`src/rtl/mbox_pkg.sv`:
```
// Package: shared result codes and sequencer states for the bridged
// register access sequencer. Assumes codes are a 2-bit field on the port.
package mbox_pkg;

    typedef enum logic [1:0] {
        RC_OK    = 2'd0,
        RC_PARAM = 2'd1,
        RC_HW    = 2'd2,
        RC_BUS   = 2'd3
    } rc_t;

    typedef enum logic [2:0] {
        ST_IDLE,
        ST_WR_HI,
        ST_WR_LO,
        ST_CMD,
        ST_STAT,
        ST_RD_HI,
        ST_RD_LO,
        ST_RESET
    } seq_st_t;

endpackage

```
`src/rtl/mbox_bus_port.sv`:
```
// Module: single-transfer register bus master.
// On a launch pulse it latches one transfer and holds the request until
// acknowledge. It then reports completion one cycle later with the captured
// error flag and read data. Assumes launch comes only while no transfer is open.
module mbox_bus_port #(
    parameter int AW = 16,
    parameter int DW = 32
) (
    input  logic          clk,
    input  logic          rst_n,
    input  logic          launch,
    input  logic          l_we,
    input  logic [AW-1:0] l_addr,
    input  logic [DW-1:0] l_wdata,
    output logic          rb_req,
    output logic          rb_we,
    output logic [AW-1:0] rb_addr,
    output logic [DW-1:0] rb_wdata,
    input  logic          rb_ack,
    input  logic          rb_err,
    input  logic [DW-1:0] rb_rdata,
    output logic          fin,
    output logic          fin_err,
    output logic [DW-1:0] fin_rdata
);

    // Open, hold and close one bus transfer; report its outcome.
    always_ff @(posedge clk) begin
        if (!rst_n) begin
            rb_req    <= 1'b0;
            rb_we     <= 1'b0;
            rb_addr   <= '0;
            rb_wdata  <= '0;
            fin       <= 1'b0;
            fin_err   <= 1'b0;
            fin_rdata <= '0;
        end else begin
            fin <= 1'b0;
            if (launch && !rb_req) begin
                rb_req   <= 1'b1;
                rb_we    <= l_we;
                rb_addr  <= l_addr;
                rb_wdata <= l_wdata;
            end else if (rb_req && rb_ack) begin
                rb_req    <= 1'b0;
                fin       <= 1'b1;
                fin_err   <= rb_err;
                fin_rdata <= rb_rdata;
            end
        end
    end

endmodule

```
`src/rtl/mbox_status_eval.sv`:
```
// Module: combinational judge of the bridge status word.
// Pass needs the abort bit and the error field clear. Dead means all ones.
// Assumes the abort bit and error field lie inside the word.
module mbox_status_eval #(
    parameter int DW        = 32,
    parameter int ABORT_BIT = 20,
    parameter int ERR_LSB   = 12,
    parameter int ERR_W     = 3
) (
    input  logic [DW-1:0] stat,
    output logic          pass,
    output logic          dead
);

    localparam logic [DW-1:0] ABORT_MASK = DW'(1) << ABORT_BIT;
    localparam logic [DW-1:0] ERR_MASK   = ((DW'(1) << ERR_W) - DW'(1)) << ERR_LSB;
    localparam logic [DW-1:0] FAIL_MASK  = ABORT_MASK | ERR_MASK;

    // Classify the status word.
    always_comb begin
        pass = ((stat & FAIL_MASK) == '0);
        dead = (stat == '1);
    end

endmodule

```
`src/rtl/mbox_target_flag.sv`:
```
// Module: target-alive flag. The init strobe sets it and a dead status
// clears it; clearing wins if both arrive in one cycle. Starts cleared.
module mbox_target_flag (
    input  logic clk,
    input  logic rst_n,
    input  logic set_i,
    input  logic clr_i,
    output logic alive
);

    // Hold the alive state.
    always_ff @(posedge clk) begin
        if (!rst_n)     alive <= 1'b0;
        else if (clr_i) alive <= 1'b0;
        else if (set_i) alive <= 1'b1;
    end

endmodule

```
`src/rtl/mbox_access_seq.sv`:
```
// Module: top of the bridged 64-bit register access sequencer.
// It accepts one client access at a time. It steps through the data,
// command, status, data-read and reset transfers on the register bus and
// returns a result code. Assumes the bridge answers every request
// eventually, and that cl_addr/cl_wdata need to be valid only in the
// accepting cycle.
module mbox_access_seq #(
    parameter int DW    = 32,
    parameter int RB_AW = 16,
    parameter logic [RB_AW-1:0] OFS_DHI  = 'h1000,
    parameter logic [RB_AW-1:0] OFS_DLO  = 'h1004,
    parameter logic [RB_AW-1:0] OFS_CMD  = 'h1008,
    parameter logic [RB_AW-1:0] OFS_RST  = 'h1018,
    parameter logic [RB_AW-1:0] OFS_STAT = 'h101C,
    parameter int ABORT_BIT = 20,
    parameter int ERR_LSB   = 12,
    parameter int ERR_W     = 3
) (
    input  logic              clk,
    input  logic              rst_n,
    input  logic              init_strobe,
    input  logic              cl_valid,
    input  logic              cl_write,
    input  logic [DW-1:0]     cl_addr,
    input  logic [2*DW-1:0]   cl_wdata,
    output logic              cl_busy,
    output logic              cl_done,
    output logic [1:0]        cl_code,
    output logic [2*DW-1:0]   cl_rdata,
    output logic              tgt_valid,
    output logic              rb_req,
    output logic              rb_we,
    output logic [RB_AW-1:0]  rb_addr,
    output logic [DW-1:0]     rb_wdata,
    input  logic              rb_ack,
    input  logic              rb_err,
    input  logic [DW-1:0]     rb_rdata
);
    import mbox_pkg::*;

    localparam int CW = 2 * DW;
    localparam logic [DW-1:0] WR_FLAG = DW'(1) << (DW - 1);

    seq_st_t          st;
    logic             is_wr;
    logic [DW-1:0]    addr_q;
    logic [CW-1:0]    wdata_q;
    logic [DW-1:0]    hi_q;
    logic             launch;
    logic             busy_q;
    logic             done_q;
    rc_t              code_q;
    logic [CW-1:0]    rdata_q;

    logic             l_we;
    logic [RB_AW-1:0] l_addr;
    logic [DW-1:0]    l_wdata;
    logic             fin;
    logic             fin_err;
    logic [DW-1:0]    fin_rdata;
    logic             st_pass;
    logic             st_dead;
    logic             kill;

    mbox_bus_port #(.AW(RB_AW), .DW(DW)) u_port (
        .clk       (clk),
        .rst_n     (rst_n),
        .launch    (launch),
        .l_we      (l_we),
        .l_addr    (l_addr),
        .l_wdata   (l_wdata),
        .rb_req    (rb_req),
        .rb_we     (rb_we),
        .rb_addr   (rb_addr),
        .rb_wdata  (rb_wdata),
        .rb_ack    (rb_ack),
        .rb_err    (rb_err),
        .rb_rdata  (rb_rdata),
        .fin       (fin),
        .fin_err   (fin_err),
        .fin_rdata (fin_rdata)
    );

    mbox_status_eval #(
        .DW(DW), .ABORT_BIT(ABORT_BIT), .ERR_LSB(ERR_LSB), .ERR_W(ERR_W)
    ) u_eval (
        .stat (fin_rdata),
        .pass (st_pass),
        .dead (st_dead)
    );

    mbox_target_flag u_flag (
        .clk   (clk),
        .rst_n (rst_n),
        .set_i (init_strobe),
        .clr_i (kill),
        .alive (tgt_valid)
    );

    // Dead-target detection on a completed, error-free status read.
    always_comb begin
        kill = (st == ST_STAT) && fin && !fin_err && st_dead;
    end

    // Transfer descriptor for the current step.
    always_comb begin
        l_we    = 1'b1;
        l_addr  = OFS_CMD;
        l_wdata = '0;
        unique case (st)
            ST_WR_HI: begin l_addr = OFS_DHI; l_wdata = wdata_q[CW-1:DW]; end
            ST_WR_LO: begin l_addr = OFS_DLO; l_wdata = wdata_q[DW-1:0]; end
            ST_CMD: begin
                l_addr  = OFS_CMD;
                l_wdata = is_wr ? (addr_q | WR_FLAG) : (addr_q & ~WR_FLAG);
            end
            ST_STAT:  begin l_we = 1'b0; l_addr = OFS_STAT; end
            ST_RD_HI: begin l_we = 1'b0; l_addr = OFS_DHI; end
            ST_RD_LO: begin l_we = 1'b0; l_addr = OFS_DLO; end
            ST_RESET: begin l_addr = OFS_RST; l_wdata = '0; end
            default:  begin l_we = 1'b0; l_addr = OFS_CMD; end
        endcase
    end

    // Sequence control: accept, step on each completion, and finish.
    always_ff @(posedge clk) begin
        if (!rst_n) begin
            st      <= ST_IDLE;
            is_wr   <= 1'b0;
            addr_q  <= '0;
            wdata_q <= '0;
            hi_q    <= '0;
            launch  <= 1'b0;
            busy_q  <= 1'b0;
            done_q  <= 1'b0;
            code_q  <= RC_OK;
            rdata_q <= '0;
        end else begin
            launch <= 1'b0;
            done_q <= 1'b0;
            if (st == ST_IDLE) begin
                if (cl_valid) begin
                    if (!tgt_valid) begin
                        done_q  <= 1'b1;
                        code_q  <= RC_PARAM;
                        rdata_q <= '1;
                    end else begin
                        busy_q  <= 1'b1;
                        is_wr   <= cl_write;
                        addr_q  <= cl_addr;
                        wdata_q <= cl_wdata;
                        st      <= cl_write ? ST_WR_HI : ST_CMD;
                        launch  <= 1'b1;
                    end
                end
            end else if (fin) begin
                if (fin_err && st != ST_RESET) begin
                    st <= ST_IDLE; busy_q <= 1'b0; done_q <= 1'b1;
                    code_q <= RC_BUS; rdata_q <= '1;
                end else begin
                    unique case (st)
                        ST_WR_HI: begin st <= ST_WR_LO; launch <= 1'b1; end
                        ST_WR_LO: begin st <= ST_CMD;   launch <= 1'b1; end
                        ST_CMD:   begin st <= ST_STAT;  launch <= 1'b1; end
                        ST_STAT: begin
                            if (st_pass && is_wr) begin
                                st <= ST_IDLE; busy_q <= 1'b0; done_q <= 1'b1;
                                code_q <= RC_OK; rdata_q <= '0;
                            end else if (st_pass) begin
                                st <= ST_RD_HI; launch <= 1'b1;
                            end else if (st_dead) begin
                                st <= ST_IDLE; busy_q <= 1'b0; done_q <= 1'b1;
                                code_q <= RC_HW; rdata_q <= '1;
                            end else begin
                                st <= ST_RESET; launch <= 1'b1;
                            end
                        end
                        ST_RD_HI: begin
                            hi_q <= fin_rdata; st <= ST_RD_LO; launch <= 1'b1;
                        end
                        ST_RD_LO: begin
                            st <= ST_IDLE; busy_q <= 1'b0; done_q <= 1'b1;
                            code_q <= RC_OK; rdata_q <= {hi_q, fin_rdata};
                        end
                        ST_RESET: begin
                            st <= ST_IDLE; busy_q <= 1'b0; done_q <= 1'b1;
                            code_q <= RC_HW; rdata_q <= '1;
                        end
                        default: st <= ST_IDLE;
                    endcase
                end
            end
        end
    end

    // Client-side outputs.
    always_comb begin
        cl_busy  = busy_q;
        cl_done  = done_q;
        cl_code  = code_q;
        cl_rdata = rdata_q;
    end

endmodule

```
`config.mk`:
```
export PLATFORM = sky130hd
export DESIGN_NAME = mbox_access_seq
export DESIGN_NICKNAME = d
export VERILOG_FILES = /design/src/rtl/mbox_pkg.sv /design/src/rtl/mbox_bus_port.sv /design/src/rtl/mbox_status_eval.sv /design/src/rtl/mbox_target_flag.sv /design/src/rtl/mbox_access_seq.sv
export SDC_FILE = /design/constraint.sdc
export NUM_CORES = 1
export LEC_CHECK = 0
export BUFFER_PORTS_ARGS = -buffer_cell sky130_fd_sc_hd__buf_2
export CAP_MARGIN = 10
export CELL_PAD_IN_SITES_DETAIL_PLACEMENT = 1
export CELL_PAD_IN_SITES_GLOBAL_PLACEMENT = 1
export CORE_ASPECT_RATIO = 0.5
export CORE_MARGIN = 10
export CORE_UTILIZATION = 30
export DETAILED_ROUTE_END_ITERATION = 16
export GPL_ROUTABILITY_DRIVEN = 0
export PLACE_DENSITY = 0.6
export SLEW_MARGIN = 5
export SYNTH_ARGS = -nofsm -noshare
export SYNTH_HDL_FRONTEND = slang
export SYNTH_HIERARCHICAL = 1
export SYNTH_SLANG_ARGS = --single-unit
```
`constraint.sdc`:
```
create_clock -name clk -period 2.5 [get_ports clk]
set_clock_uncertainty 0.1 [all_clocks]
set_input_delay 0 -clock clk [delete_from_list [all_inputs] [get_ports clk]]
set_output_delay 0 -clock clk [all_outputs]
set_load 0.03 [all_outputs]
```
==> flow_summary.ini, run 1 <==
[layout]
layout.nets = 1950
multi_input_area_mm2 = 0.00589
drive_gt1_frac = 0.214
seq_area_mm2 = 0.00571
n_fill_cell = 4704
area_growth_pct = 38.5
final_cells = 2381

[worst_hold_path]
holdPathEnd = addr_q[7]
hold_start = cl_addr[7]
hold_depth = 4
hp-class = in -> reg

[timing]
slew_viol_final = 0
hold_viol_final = 0
layout_setup_ws_ns = 0.0583
max-slew-margin-rel = 0.441
rsz0062_at_grt = no
max_freq_ghz = 0.410
setup_viol = 0
tns_ns = 0
finalCritPeriodShare = 0.977
whs_ns = 0.136
worst_slew_pin_slew_ns = 0.839
period_minus_slack_ns = 2.44

[synthesis]
yosysTopAreaCell = dfxtp_1
synth_area_mm2 = 0.0122
seq_area_frac_synth = 0.467
synthTopCellsByArea = dfxtp_1, nand2_1, a21boi_0
synth-edff-count = 0
synth_common_cells = nand2_1, dfxtp_1, a21boi_0
synthMostInstantiatedCell = nand2_1
yosysTopAreaCellShare = 0.467
ys_types = 50
synth-seq-cells = 285
synthCells = 1421
syn_area_per_cell_um2 = 8.59
yosys_warnings = 6
ys.flop_type = dfxtp_1
async_flop_share = 0

[floorplanning]
chipHeight_um = 163
row_count = 52
start_util = 0.303
core_mm2 = 0.0403
dieArea_mm2 = 0.0496
ios = 254
die_width_um = 305

[clock_tree]
clockBufferDepth = 3
clk_pin_slew_worst_paths_ns = 0.07
cts_root_buf = clkbuf_16
postCtsSetupBuffers = 0
h-tree-depth = 1
cts_buffers = 30
cts_tree = built
cts.sinks = 285
clk_latency_ns = 0.58

[routing]
drt_iter0_markers = 508
vias = 11500
antenna_left = 0
dr.pass1.iters = 4
drt-total-wl_mm = 43.0
viasPerCell = 4.82
routedWlPerCell_um = 18.1
remaining_drc_errors = 0

[place]
hpwlAfterDp_mm = 27.0
port_buffers = 252
pre_cts_ws_ns = 0.0631
place_inst = 2140

[pwr]
p_switching_w = 0.00296
ir_worst_vdd_mv = 0.506
power_leakage_nw = 6.70
p_int_w = 0.00805
p_seq_frac = 0.446
pwr-share-comb = 0.140
clkPwrFrac = 0.414
p_total_w = 0.0110
switching_share = 0.269
p_per_area_mw_per_mm2 = 651

[critical_path]
crit_fanout = 64
slowest_delay_ns = 0.66
crit_type = reg -> reg
r2r-end = cl_rdata[3]
crit_chain = nor4_2 -> buf_4 -> a31oi_1 -> or4b_2 -> buf_12 -> o221a_1
startpoint = u_port/fin_rdata[13]
worst-path-buf-inv = 2
worst_setup_path_end_kind = register
r2r-start = u_port/fin_rdata[13]
cpMaxStageDelayCell = or4b_2
r2r_slack_ns = 0.06
cp_top_family = simple AND/OR/NAND/NOR gates
reg2regPathDepth = 6
arrival_ns = 2.81
critPathLaunchType = register
required_ns = 2.86

[global_route]
grt_overflow = 0
grt_pass1_wl_mm = 68.0
grt_use_total = 0.165
grt_pass1_vias = 12400
grt_max_degree = 90
grt_antenna_before_repair = 3

[status]
status = finished, final reports clean

[run]
max_cap_viol_count = 0
==> sequential cells by signal, summed over array words and instances, names as in the netlist, 2 cells and up <==
register	cells
cl_rdata	64
wdata_q	64
hi_q	32
u_port/fin_rdata	32
u_port/rb_wdata	32
addr_q	31
u_port/rb_addr	16
st	3
cl_code	2
==> through the flow <==
stage,cell area [um^2],utilization
4_1_cts,16900,0.419
3_3_place_gp,14100,0.349
5_1_grt,16900,0.420
6_report,16900,0.420
3_5_place_dp,14100,0.349
2_1_floorplan,12200,-
==> timing repair <==
action / 4_1_cts / 5_1_grt
resized for setup: 0 / 5
setup endpoints to repair: 0 / 83
hold endpoints to repair: 174 / 0
hold buffers: 183 / 0
==> area by class of cell <==
type	count	share of cell area
well taps	540	0.0400
multi-input cells	1012	0.349
clock buffers	45	0.0520
inverters	3	0.000666
clock inverters	10	0.00673
diodes	3	0.000444
repair buffers	483	0.214
flip-flops and latches	285	0.338
==> metal layers <==
layer	GRT usage	up-vias	wire, um
li1	-	5596	-
met1	0.179	5626	17400
met2	0.323	171	23200
met3	0.0273	72	1240
met4	0.0497	0	1210
met5	0	-	0
==> tightest hold or removal path, stage by stage <==
cell and delay (ns):
dlygate4sd3_1 0.53, buf_2 0.12, nand2_1 0.05, a21boi_0 0.06
==> cell families (layout without fill, tap and decap cells) <==
logic type      Yosys count  after routing  share of synthesized area
compound gates          282            282                      0.179
mux                      83             83                     0.0713
simple gates            631            631                      0.224
xor+xnor                  2              2                    0.00144
other cells               2             16                   0.000615
flops                   285            285                      0.467
fa+ha+maj                 1              1                   0.000820
buf+inv                 135            541                     0.0549
==> worst max path at each step <==
stage | end | slack, ns | cells after the start
final | cl_rdata[3] | 0.06 | 6
after global routing | cl_rdata[29] | 0.002 | 8
after CTS | cl_rdata[40] | 0.04 | 6
after detailed placement | cl_rdata[40] | 0.06 | 6
after global placement | cl_rdata[5] | 0.07 | 7
after floorplan | cl_rdata[26] | 0.24 | 7
==> cell usage in the layout (no fill, tap or decap), types with 5 or more instances in the layout <==
| cell | n |
|---|---|
| clkbuf_16 | 31 |
| o21ai_1 | 34 |
| buf_12 | 12 |
| nand4_1 | 42 |
| o21ai_0 | 5 |
| buf_2 | 251 |
| buf_4 | 36 |
| clkbuf_1 | 9 |
| dlygate4sd3_1 | 183 |
| mux2_2 | 32 |
| a21boi_0 | 129 |
| dfxtp_1 | 280 |
| conb_1 | 13 |
| o221a_1 | 64 |
| mux2i_1 | 51 |
| nand2_1 | 425 |
| and2_1 | 66 |
| clkbuf_8 | 5 |
| clkinv_2 | 6 |
| nor2_1 | 71 |
| a21oi_1 | 35 |
==> power by group through the flow <==
stage / logic, W / clock network [W] / registers (W)
after CTS: 0.00156 / 0.00467 / 0.00491
after floorplan: 0.000601 / 0 / 0.00526
after detailed placement: 0.00138 / 0 / 0.00501
after global routing: 0.00166 / 0.00490 / 0.00493
after global placement: 0.00135 / 0 / 0.00500
final: 0.00154 / 0.00456 / 0.00491
(Power assumes the default switching activity.)
==> run 2, diff against run 1 <==
Settings changed: CORE_MARGIN 10 to 4, PLACE_DENSITY 0.6 to 0.61.
Clock period 2.5 ns to 2.7 ns, I/O delays scaled along.
==> run 2 against run 1 <==
Sequential power decreased by 7.3%. Global-route usage rose by 1.3 points. Non-clock buffer count is 26 lower. Final cell count is 1.6% lower. First-iteration DRC count rose by 9.8%. Clock power fell by 12%. Via count shrank 2.1%. Largest power group unchanged. Highest routed layer unchanged.
==> flow_summary.ini, run 2 (synthesis gave the netlist of run 1 again) <==
[routing]
vias = 11200
drt_iter0_markers = 558
antenna_left = 0
remaining_drc_errors = 0
dr.pass1.iters = 5
drt-total-wl_mm = 40.9
viasPerCell = 4.79
routedWlPerCell_um = 17.4

[pwr]
p_seq_frac = 0.456
pwr-share-comb = 0.140
p_switching_w = 0.00268
clkPwrFrac = 0.403
ir_worst_vdd_mv = 0.371
power_leakage_nw = 6.52
p_per_area_mw_per_mm2 = 601
p_int_w = 0.00728
switching_share = 0.269

[layout]
final_common_cell = nand2_1
n_fill_cell = 4663
area_growth_pct = 35.9
layout.nets = 1923
final_cell_mix = nand2_1, dfxtp_1, buf_2
final_cells = 2343
drive_gt1_frac = 0.205

[place]
port_buffers = 252
hpwlAfterDp_mm = 25.1
place_inst = 2107

[clock_tree]
cts.sinks = 285
h-tree-depth = 1
clockBufferDepth = 3
cts_buffers = 29
cts_tree = built
cts_root_buf = clkbuf_16
clk_pin_slew_worst_paths_ns = 0.06
clk_latency_ns = 0.56
postCtsSetupBuffers = 0

[timing]
worst_slew_pin_slew_ns = 1.10
max_freq_ghz = 0.391
hold_viol_final = 0
whs_ns = 0.146
slew_viol_final = 0
max-slew-margin-rel = 0.270
setup_viol = 0
finalCritPeriodShare = 0.947
tns_ns = 0
period_minus_slack_ns = 2.56

[floorplanning]
die_width_um = 293
dieArea_mm2 = 0.0442
ios = 254
chipHeight_um = 151
core_mm2 = 0.0395
start_util = 0.309
row_count = 51

[critical_path]
required_ns = 3.10
crit_type = reg -> reg
critPathLaunchType = register
arrival_ns = 2.96
worst_setup_path_end_kind = register
crit_fanout = 33

[worst_hold_path]
hp-class = in -> reg

[run]
max_cap_viol_count = 0

[global_route]
grt_max_degree = 103
grt_pass1_wl_mm = 64.6
grt_overflow = 0
grt_pass1_vias = 12100
grt_use_total = 0.178
grt_antenna_before_repair = 3

[status]
status = finished, final reports clean
==> run 2: cell types whose count changed in the layout (fill, tap and decap cells not counted), sizes merged <==
cell	delta
bufinv	-1
diode	+1
dlygate4sd3	-4
clkinv	-2
buf	-23
clkinvlp	+2
clkbuf	-2
inv	+1
==> run 2: critical path, cell delays in order (launching register included) <==
cell       delay (ns)
dfxtp_1          0.38
nand4_1          0.15
or4_1            0.58
nor2_2           0.21
mux2i_1          0.18
nand3_1          0.12
o211a_2          0.27
clkbuf_16        0.27
o221a_1          0.21
==> run 2: through the flow <==
stage	cell area (um^2)	setup slack [ns]	util	total power [W]
2_1_floorplan	12200	0.445	-	0.00542
6_report	16600	0.143	0.420	0.00997
4_1_cts	16500	0.0198	0.419	0.0101
5_1_grt	16600	-0.0143	0.420	0.0104
3_3_place_gp	13800	0.201	0.350	0.00583
3_5_place_dp	13800	0.0796	0.350	0.00586
==> run 2: final cells by class <==
| type | instances | area [um^2] | area share |
|---|---|---|---|
| well taps | 530 | 663 | 0.0400 |
| repair buffers | 457 | 3360 | 0.203 |
| inverters | 3 | 11.3 | 0.000679 |
| multi-input cells | 1012 | 5890 | 0.355 |
| clock buffers | 42 | 855 | 0.0515 |
| clock inverters | 10 | 86.3 | 0.00521 |
| flip-flops and latches | 285 | 5710 | 0.344 |
| diodes | 4 | 10.0 | 0.000604 |
==> run 2: routing by layer <==
layer,vias to the layer above,share of wire,GRT usage
li1,5524,-,-
met1,5459,0.42,0.207
met2,162,0.52,0.337
met3,77,0.026,0.0254
met4,0,0.033,0.0627
met5,-,0,0
==> run 2: repair_timing <==
action	in CTS	in global routing
resized for setup	0	2
hold buffers	179	0
endpoints found under the setup margin	0	68
endpoints found under the hold margin	180	0
==> run 2: worst paths after layout <==
kind | endpoint | start | depth (start not counted) | slack [ns]
worst max-delay path | cl_rdata[62] | u_port/fin_rdata[4] | 8 | 0.14
worst max register to register | cl_rdata[62] | u_port/fin_rdata[4] | 8 | 0.14
worst min-delay path | wdata_q[52] | cl_wdata[52] | 4 | 0.15
worst min register to register | u_port/rb_addr[10] | u_port/rb_addr[10] | 2 | 0.36
==> run 2: power groups by stage <==
stage / clock [W] / combinational (W) / sequential, W
floorplan: 0 / 0.000556 / 0.00487
global placement: 0 / 0.00119 / 0.00463
detailed placement: 0 / 0.00122 / 0.00464
CTS: 0.00417 / 0.00139 / 0.00455
global route: 0.00435 / 0.00150 / 0.00457
finish: 0.00402 / 0.00140 / 0.00455
==> run 3, diff against run 2 <==
Settings changed: BUFFER_PORTS_ARGS -buffer_cell sky130_fd_sc_hd__buf_2 to -buffer_cell sky130_fd_sc_hd__buf_4.
==> run 3 against run 2 <==
Sequential share of layout area fell by 1.8 points. Routed wire length up 2.3%. Register-to-register slack lost 0.05 ns. Largest cell class unchanged. Utilization increased by 2.3 points. Critical endpoint is now u_port/fin_rdata[4]. Hold slack better by 0.020 ns. Critical path type unchanged.
==> flow_summary.ini, run 3 (synthesis gave the netlist of run 1 again) <==
[place]
place_inst = 2109
port_buffers = 252
hpwlAfterDp_mm = 25.6

[layout]
final_cells = 2373
final_util = 0.443
final_cell_mix = nand2_1, dfxtp_1, buf_4
area_growth_pct = 43.2
layout.nets = 1955
drive_gt1_frac = 0.202
final_common_cell = nand2_1

[timing]
worst_slew_pin_slew_ns = 0.830
max_freq_ghz = 0.383
finalCritPeriodShare = 0.967
slew_viol_final = 0
tns_ns = 0
whs_ns = 0.166
hold_viol_final = 0
rsz0062_at_grt = no
period_minus_slack_ns = 2.61
setup_viol = 0
max-slew-margin-rel = 0.447

[routing]
drt_iter0_markers = 581
antenna_left = 0
dr.pass1.iters = 4
drt-total-wl_mm = 41.8
vias = 11500
viasPerCell = 4.84
routedWlPerCell_um = 17.6
remaining_drc_errors = 0

[critical_path]
r2r_slack_ns = 0.09
arrival_ns = 3.01
reg2regPathDepth = 5
required_ns = 3.10
crit_type = reg -> reg
worst_setup_path_end_kind = register
crit_fanout = 15
r2r-start = u_port/rb_req
critPathLaunchType = register
r2r-end = u_port/fin_rdata[4]

[worst_hold_path]
holdPathEnd = addr_q[26]
hp-class = in -> reg
hold_start = cl_addr[26]
hold_depth = 4

[floorplanning]
start_util = 0.309
chipHeight_um = 151
ios = 254
row_count = 51
die_width_um = 293
core_mm2 = 0.0395
dieArea_mm2 = 0.0442

[clock_tree]
clk_pin_slew_worst_paths_ns = 0.07
cts_root_buf = clkbuf_16
h-tree-depth = 1
cts_tree = built
clk_latency_ns = 0.56
cts_buffers = 29
cts.sinks = 285
clockBufferDepth = 3

[global_route]
grt_overflow = 0
grt_antenna_before_repair = 3
grt_use_total = 0.179
grt_pass1_vias = 12400
grt_max_degree = 110
grt_pass1_wl_mm = 65.1

[pwr]
p_total_w = 0.0100
power_leakage_nw = 6.73
ir_worst_vdd_mv = 0.335
p_per_area_mw_per_mm2 = 572

[status]
status = finished, final reports clean

[run]
max_cap_viol_count = 0
run 3: cell types whose count changed in the layout (fill, tap and decap cells not counted), sizes merged:
cell         before  now
buf             277  283
clkbuf           43   45
clkinv            5    3
clkinvlp          3    2
bufinv            1    0
dlygate4sd3     179  204
and4              1    2
run 3: layout make-up:
type                            instances  area [um^2]
Multi-Input combinational cell       1013         5890
Sequential cell                       285         5710
Tap cell                              530          663
Antenna cell                            4         10.0
Inverter                                3         11.3
Clock buffer                           44          852
Fill cell                            4574        22000
Clock inverter                          6         38.8
Timing Repair Buffer                  488         4300
run 3: worst max path at each step:
stage / slack (ns) / from / end / cells after the start
after floorplan: 0.44 / u_port/fin_rdata[12] / cl_rdata[26] / 7
after global routing: 0.0004 / u_port/fin_rdata[3] / cl_rdata[62] / 8
final: 0.09 / u_port/rb_req / u_port/fin_rdata[4] / 5
after global placement: 0.18 / u_port/fin_rdata[4] / cl_rdata[52] / 8
after CTS: 0.01 / st[1] / wdata_q[4] / 6
after detailed placement: 0.002 / u_port/fin_rdata[3] / cl_rdata[37] / 8
run 3: worst max-delay path: stages (launching register included):
cell and delay [ns]:
dfxtp_1 0.72, buf_4 0.32, nand4_1 0.13, dlygate4sd3_1 0.61
o21ai_1 0.09, dlygate4sd3_1 0.57
run 3: metrics by stage:
| stage | setup slack (ns) | area [um^2] |
|---|---|---|
| 2_1_floorplan | 0.445 | 12200 |
| 6_report | 0.0882 | 17500 |
| 4_1_cts | 0.0122 | 17400 |
| 5_1_grt | 0.000377 | 17500 |
| 3_5_place_dp | 0.00174 | 14500 |
| 3_3_place_gp | 0.185 | 14500 |
run 3: what timing repair did:
item,4_1_cts,5_1_grt
setup buffers,0,4
hold buffers,204,0
setup endpoints to repair,4,30
resized for setup,1,1
gates cloned,0,2
endpoints found under the hold margin,185,0
pin swaps,0,1
run 3: layer usage:
| metal | vias up | global-route usage | share of wire |
|---|---|---|---|
| li1 | 5600 | - | - |
| met3 | 72 | 0.0245 | 0.027 |
| met1 | 5641 | 0.209 | 0.42 |
| met4 | 0 | 0.0564 | 0.031 |
| met2 | 183 | 0.342 | 0.52 |
| met5 | - | 0 | 0 |
run 3: power by group:
group	leakage (nW)	switching, W	internal [W]
sequential	2.32	0.000144	0.00442
combinational	3.98	0.000825	0.000729
clock	0.434	0.00172	0.00216
total	6.73	0.00269	0.00731
